<file path="src/rtl/est_pkg.sv">
package est_pkg;

  // One detected transition of a synchronized line.
  typedef struct packed {
    logic rise;
    logic fall;
  } edge_evt_t;

  // Stamp kind, used to index the two stamp registers of a line.
  typedef enum logic {
    KIND_RISE = 1'b0,
    KIND_FALL = 1'b1
  } stamp_kind_e;

endpackage

</file>
<file path="src/rtl/est_counter.sv">
module est_counter #(
  parameter int W = 32
) (
  input  logic         clk,
  input  logic         rst,
  output logic [W-1:0] count
);

  localparam logic [W-1:0] STEP = {{(W-1){1'b0}}, 1'b1};

  always_ff @(posedge clk) begin
    if (rst) count <= '0;
    else     count <= count + STEP;  // modulo 2^W by width
  end

endmodule

</file>
<file path="src/rtl/est_input_sync.sv">
module est_input_sync
  import est_pkg::*;
#(
  parameter int STAGES = 2
) (
  input  logic      clk,
  input  logic      rst,
  input  logic      din,
  output edge_evt_t evt
);

  logic [STAGES-1:0] chain;
  logic              settled;
  logic              last;

  generate
    if (STAGES == 1) begin : g_single
      always_ff @(posedge clk) begin
        if (rst) chain <= '0;
        else     chain <= din;
      end
    end else begin : g_multi
      always_ff @(posedge clk) begin
        if (rst) chain <= '0;
        else     chain <= {chain[STAGES-2:0], din};
      end
    end
  endgenerate

  assign settled = chain[STAGES-1];

  always_ff @(posedge clk) begin
    if (rst) last <= 1'b0;
    else     last <= settled;
  end

  always_comb begin
    evt.rise = settled & ~last;
    evt.fall = ~settled & last;
  end

endmodule

</file>
<file path="src/rtl/est_stamp_slot.sv">
module est_stamp_slot
  import est_pkg::*;
#(
  parameter int W = 32
) (
  input  logic         clk,
  input  logic         rst,
  input  edge_evt_t    evt,
  input  logic [W-1:0] now,
  input  logic         clr_rise,
  input  logic         clr_fall,
  output logic [W-1:0] rise_ts,
  output logic [W-1:0] fall_ts,
  output logic         rise_seen,
  output logic         fall_seen
);

  always_ff @(posedge clk) begin
    if (rst) begin
      rise_ts <= '0;
      fall_ts <= '0;
    end else begin
      if (evt.rise) rise_ts <= now;
      if (evt.fall) fall_ts <= now;
    end
  end

  // Sticky flags: a capture outranks a clear in the same cycle.
  always_ff @(posedge clk) begin
    if (rst) begin
      rise_seen <= 1'b0;
      fall_seen <= 1'b0;
    end else begin
      if (evt.rise)     rise_seen <= 1'b1;
      else if (clr_rise) rise_seen <= 1'b0;
      if (evt.fall)     fall_seen <= 1'b1;
      else if (clr_fall) fall_seen <= 1'b0;
    end
  end

endmodule

</file>
<file path="src/rtl/est_snapshot.sv">
module est_snapshot #(
  parameter int W = 32
) (
  input  logic         clk,
  input  logic         rst,
  input  logic         take,
  input  logic [W-1:0] now,
  output logic [W-1:0] held
);

  always_ff @(posedge clk) begin
    if (rst)       held <= '0;
    else if (take) held <= now;
  end

endmodule

</file>
<file path="src/rtl/edge_stamp_unit.sv">
module edge_stamp_unit
  import est_pkg::*;
#(
  parameter int NUM_IN      = 3,
  parameter int TS_W        = 32,
  parameter int SYNC_STAGES = 2
) (
  input  logic                   clk,
  input  logic                   rst,
  input  logic [NUM_IN-1:0]      pulse_in,
  input  logic                   snap_req,
  input  logic [NUM_IN-1:0]      rise_clr,
  input  logic [NUM_IN-1:0]      fall_clr,
  output logic [NUM_IN*TS_W-1:0] rise_stamp,
  output logic [NUM_IN*TS_W-1:0] fall_stamp,
  output logic [NUM_IN-1:0]      rise_flag,
  output logic [NUM_IN-1:0]      fall_flag,
  output logic [TS_W-1:0]        snap_value
);

  localparam int STAMP_BITS = NUM_IN * TS_W;

  logic [TS_W-1:0]   count;
  logic [NUM_IN-1:0] rise_det;
  logic [NUM_IN-1:0] fall_det;
  logic [STAMP_BITS-1:0] rise_bus;
  logic [STAMP_BITS-1:0] fall_bus;

  est_counter #(.W(TS_W)) u_count (
    .clk   (clk),
    .rst   (rst),
    .count (count)
  );

  generate
    for (genvar i = 0; i < NUM_IN; i++) begin : g_line
      edge_evt_t evt;

      est_input_sync #(.STAGES(SYNC_STAGES)) u_sync (
        .clk (clk),
        .rst (rst),
        .din (pulse_in[i]),
        .evt (evt)
      );

      assign rise_det[i] = evt.rise;
      assign fall_det[i] = evt.fall;

      est_stamp_slot #(.W(TS_W)) u_slot (
        .clk       (clk),
        .rst       (rst),
        .evt       (evt),
        .now       (count),
        .clr_rise  (rise_clr[i]),
        .clr_fall  (fall_clr[i]),
        .rise_ts   (rise_bus[i*TS_W +: TS_W]),
        .fall_ts   (fall_bus[i*TS_W +: TS_W]),
        .rise_seen (rise_flag[i]),
        .fall_seen (fall_flag[i])
      );
    end
  endgenerate

  assign rise_stamp = rise_bus;
  assign fall_stamp = fall_bus;

  est_snapshot #(.W(TS_W)) u_snap (
    .clk  (clk),
    .rst  (rst),
    .take (snap_req),
    .now  (count),
    .held (snap_value)
  );

endmodule

</file>
<file path="config.mk">
export PLATFORM = sky130hd
export DESIGN_NAME = edge_stamp_unit
export DESIGN_NICKNAME = d
export VERILOG_FILES = /design/src/rtl/est_pkg.sv /design/src/rtl/est_counter.sv /design/src/rtl/est_input_sync.sv /design/src/rtl/est_stamp_slot.sv /design/src/rtl/est_snapshot.sv /design/src/rtl/edge_stamp_unit.sv
export SDC_FILE = /design/constraint.sdc
export NUM_CORES = 1
export LEC_CHECK = 0
export CAP_MARGIN = 10
export CORE_MARGIN = 2
export CORE_UTILIZATION = 53
export DETAILED_ROUTE_END_ITERATION = 10
export PLACE_DENSITY = 0.85
export SYNTH_ARGS = -nofsm -noshare
export SYNTH_HDL_FRONTEND = slang
export SYNTH_SLANG_ARGS = --single-unit
</file>
<file path="constraint.sdc">
create_clock -name clk -period 3.9 [get_ports clk]
set_input_delay 0.78 -clock clk [delete_from_list [all_inputs] [get_ports clk]]
set_output_delay 0.78 -clock clk [all_outputs]
set_load 0.01 [all_outputs]
</file>
==> load_flow_metrics.sql <==
INSERT INTO impl_metrics (metric_group, metric, value, unit) VALUES
('place', 'sum_of_net_half_perimeters_after_detailed_placement', '18800', 'um'),
('die', 'pin_count', '242', ''),
('clock_tree', 'clk_root_buffer_cell', 'sky130_fd_sc_hd__clkbuf_16', ''),
('power_and_ir_drop', 'ir_drop', '335', 'uV'),
('route', 'final_routed_wirelength_across_all_metal_layers', '28800', 'um'),
('clock_tree', 'maximum_buffer_depth_of_the_clock_tree', '3', ''),
('clock_tree', 'clock_sinks', '271', ''),
('critical_path', 'worst-setup-path-type', 'flip-flop to flip-flop', ''),
('die', 'die_width', '140', 'um'),
('clock_tree', 'cts_h_tree_depth', '1', ''),
('finish', 'fin_util', '71.7', '%'),
('global_route', 'first_pass_grt_wire_length', '44500', 'um'),
('critical_path', 'worst_setup_path_start_kind', 'flip-flop', ''),
('clock_tree', 'cts.reportedPaths.clkPinSlew', '0.06', 'ns'),
('critical_path', 'end_kind', 'flip-flop', ''),
('finish', 'final_nets', '1369', ''),
('die', 'core_area', '18000', 'um^2'),
('finish', 'share_of_layout_cells_above_drive_strength_1', '4.75', '%'),
('global_route', 'first_global_vias', '8386', ''),
('route', 'number_of_drc_violations_after_detailed_routing', '0', ''),
('critical_path', 'cp_data_arrival_time', '2.87', 'ns'),
('timing', 'tightestPinTransition', '1.17', 'ns'),
('timing', 'setup_tns', '0', 'ns'),
('timing', 'timing.final.crit_period', '2.43', 'ns'),
('route', 'routed_via_density', '5.55', ''),
('place', 'routabilityCongestion', '0.916', ''),
('timing', 'final-max-slew-violation-count', '0', ''),
('global_route', 'gr-usage-all-layers', '28.3', '%'),
('timing', 'hold_viol_final', '0', ''),
('global_route', 'grt_max_degree', '105', ''),
('die', 'die_h', '140', 'um'),
('timing', 'report.final.setup_viol', '0', ''),
('global_route', 'antenna_found_initial', '0', ''),
('synthesis', 'synth.cell_area', '9770', 'um^2'),
('route', 'drt_first_iter_violations', '735', ''),
('finish', 'area_delta_synth_final', '32.2', '%'),
('outcome', 'run_status', 'finished, final reports clean', ''),
('clock_tree', 'postCtsHoldBufs', '0', ''),
('clock_tree', 'cts-resized-gates', '0', ''),
('timing', 'finalCritPeriodShare', '62.2', '%'),
('timing', 'highest_clock_rate', '412', 'MHz'),
('run', 'cap_violations', '0', ''),
('critical_path', 'cp_max_fo', '14', ''),
('finish', 'n_antenna_cell', '0', ''),
('route', 'first_pass_iters', '5', ''),
('critical_path', 'worstRegToRegCells', '5', ''),
('clock_tree', 'cts_tree', 'done', ''),
('min_path', 'worst_hold_path_type', 'flip-flop to flip-flop', ''),
('synthesis', 'syn_inst', '1196', ''),
('die', 'die_area', '19500', 'um^2'),
('power_and_ir_drop', 'powerDensity', '417', 'nW/um^2'),
('power_and_ir_drop', 'static_leak', '4.33', 'nW'),
('die', 'initial_core_util', '54.2', '%'),
('synthesis', 'portion_of_the_post_synthesis_area_used_by_sequential_elements', '55.5', '%'),
('synthesis', 'yosys_warnings', '0', ''),
('place', 'io_buffer_count', '241', ''),
('synthesis', 'yosys_register_bits', '271', ''),
('route', 'routed_len_inst', '18.0', 'um'),
('clock_tree', 'number_of_buffers_inserted_by_post_cts_setup_repair', '0', ''),
('timing', 'rsz0062_at_grt', 'no', ''),
('route', 'count_of_antenna_violating_nets_left_after_detailed_routing', '0', ''),
('synthesis', 'synth_nets', '1209', ''),
('route', 'vias', '8876', ''),
('min_path', 'min_delay_path_depth', '1', ''),
('clock_tree', 'cts_buffers', '27', ''),
('timing', 'slew_headroom', '21.4', '%'),
('critical_path', 'cp_data_required_time', '4.34', 'ns'),
('synthesis', 'synth_cell_types', '30', ''),
('die', 'std_cell_rows', '49', ''),
('clock_tree', 'clk-insertion-delay-late', '0.52', 'ns'),
('timing', 'fin_skew', '0.0150', 'ns'),
('global_route', 'grt-ovfl-total', '0', ''),
('synthesis', 'avg_synthesized_cell_area', '8.17', 'um^2');
critical path: stages, from the launching register on:
cell                      delay, ns
sky130_fd_sc_hd__dfxtp_1       0.54
sky130_fd_sc_hd__ha_1          0.29
sky130_fd_sc_hd__and4_1        0.29
sky130_fd_sc_hd__nand3_1       0.41
sky130_fd_sc_hd__or4_1         0.65
sky130_fd_sc_hd__a21oi_1       0.15
cell type report:
cell class,count,area [um^2]
fillers,1347,5100
flip-flops and latches,271,5430
clock inverters,4,51.3
multi-input cells,795,3830
well taps,229,287
inverters,4,15.0
repair buffers,257,2540
clock buffers,38,767
path summary, 6_finish.rpt:
check / from / slack (ns) / endpoint
max: u_count.count[0] / 1.47 / u_count.count[20]
min: g_line[2].u_sync.chain[0] / 0.44 / g_line[2].u_sync.chain[1]
max reg2reg: u_count.count[0] / 1.47 / u_count.count[20]
min reg2reg: g_line[2].u_sync.chain[0] / 0.44 / g_line[2].u_sync.chain[1]
flip-flops by register name (all words and copies together), names as in the netlist:
signal / cells
g_line.u_slot.rise_ts: 96
g_line.u_slot.rise_seen: 3
g_line.u_sync.chain: 6
u_snap.held: 32
g_line.u_slot.fall_seen: 3
g_line.u_sync.last: 3
g_line.u_slot.fall_ts: 96
u_count.count: 32
kinds of logic (layout without fill, tap and decap cells):
family                   count (synthesis)  count (layout)  synth area share [%]
adder cells (fa/ha/maj)                  1               1                 0.128
AO/OA/AOI/OAI                          224             224                  11.7
multiplexers                            35              35                  3.62
buffers and inverters                  130             303                  5.43
XOR/XNOR                                14              14                  1.25
AND/OR/NAND/NOR                        521             521                  22.4
flip-flops                             271             271                  55.5
cells in the mapped netlist, drive strengths merged:
cell	number	area, um^2
or4	10	78.8
nor2	50	188
nor2b	19	119
nand3	11	55.1
xnor2	3	26.3
mux2	3	33.8
dfxtp	271	5430
and4	6	52.6
nand2b	12	75.1
and3	1	6.26
a21oi	211	1060
or3	4	25.0
nor4	4	25.0
ha	1	12.5
xor2	11	96.3
and2	1	6.26
nand2	393	1480
inv	4	15.0
nor3b	1	7.51
mux2i	32	320
buf	21	121
o21ai	4	20.0
o31ai	9	67.6
clkbuf	105	394
nand4	9	71.3
per-layer routing:
| layer | share of wire [%] | GRT usage [%] | wire, um | vias up |
|---|---|---|---|---|
| li1 | - | - | - | 4180 |
| met1 | 40 | 36.1 | 11400 | 4203 |
| met2 | 49 | 48.4 | 14200 | 425 |
| met3 | 8.0 | 4.99 | 2300 | 68 |
| met4 | 3.2 | 9.84 | 923 | 0 |
| met5 | 0 | 0 | 0 | - |
where the power goes:
part	internal, W	switching, W
clock	0.00142	0.00102
sequential	0.00278	0.0000153
combinational	0.0000477	0.000114
total	0.00425	0.00115
through the flow:
| step | instances | power, W | area, um^2 | setup slack, ns | hold slack [ns] |
|---|---|---|---|---|---|
| floorplan | 1196 | 0.00296 | 9770 | 1.98 | 0.414 |
| global placement | 1556 | 0.00301 | 12100 | 1.63 | 0.416 |
| detailed placement | 1556 | 0.00302 | 12100 | 1.54 | 0.423 |
| CTS | 1598 | 0.00541 | 12900 | 1.52 | 0.437 |
| global route | 1598 | 0.00553 | 12900 | 1.29 | 0.462 |
| finish | 1598 | 0.00539 | 12900 | 1.47 | 0.439 |
cell usage in the layout, fill, tap and decap left out:
master and count:
sky130_fd_sc_hd__nand4_4 1, sky130_fd_sc_hd__and4_1 6, sky130_fd_sc_hd__inv_1 4, sky130_fd_sc_hd__buf_2 1
sky130_fd_sc_hd__o31ai_1 9, sky130_fd_sc_hd__clkbuf_1 6, sky130_fd_sc_hd__ha_1 1, sky130_fd_sc_hd__nor2_1 50
sky130_fd_sc_hd__clkinvlp_4 1, sky130_fd_sc_hd__nor4_1 4, sky130_fd_sc_hd__and2_1 1, sky130_fd_sc_hd__buf_12 1
sky130_fd_sc_hd__mux2i_1 32, sky130_fd_sc_hd__xnor2_1 3, sky130_fd_sc_hd__or4_1 9, sky130_fd_sc_hd__dfxtp_1 271
sky130_fd_sc_hd__nand2_1 393, sky130_fd_sc_hd__nand2b_1 12, sky130_fd_sc_hd__o21ai_0 4, sky130_fd_sc_hd__a21oi_1 211
sky130_fd_sc_hd__nand3_1 11, sky130_fd_sc_hd__nor2b_1 13, sky130_fd_sc_hd__clkinv_2 1, sky130_fd_sc_hd__clkbuf_8 6
sky130_fd_sc_hd__bufinv_16 1, sky130_fd_sc_hd__nor3b_1 1, sky130_fd_sc_hd__or3_1 4, sky130_fd_sc_hd__nand4_1 8
sky130_fd_sc_hd__nor2b_2 6, sky130_fd_sc_hd__clkdlybuf4s50_1 239, sky130_fd_sc_hd__inv_6 1, sky130_fd_sc_hd__or4_4 1
sky130_fd_sc_hd__clkbuf_16 27, sky130_fd_sc_hd__and3_1 1, sky130_fd_sc_hd__xor2_1 11, sky130_fd_sc_hd__buf_4 15
sky130_fd_sc_hd__mux2_2 3
No activity file was read; power rests on OpenSTA's default activity.
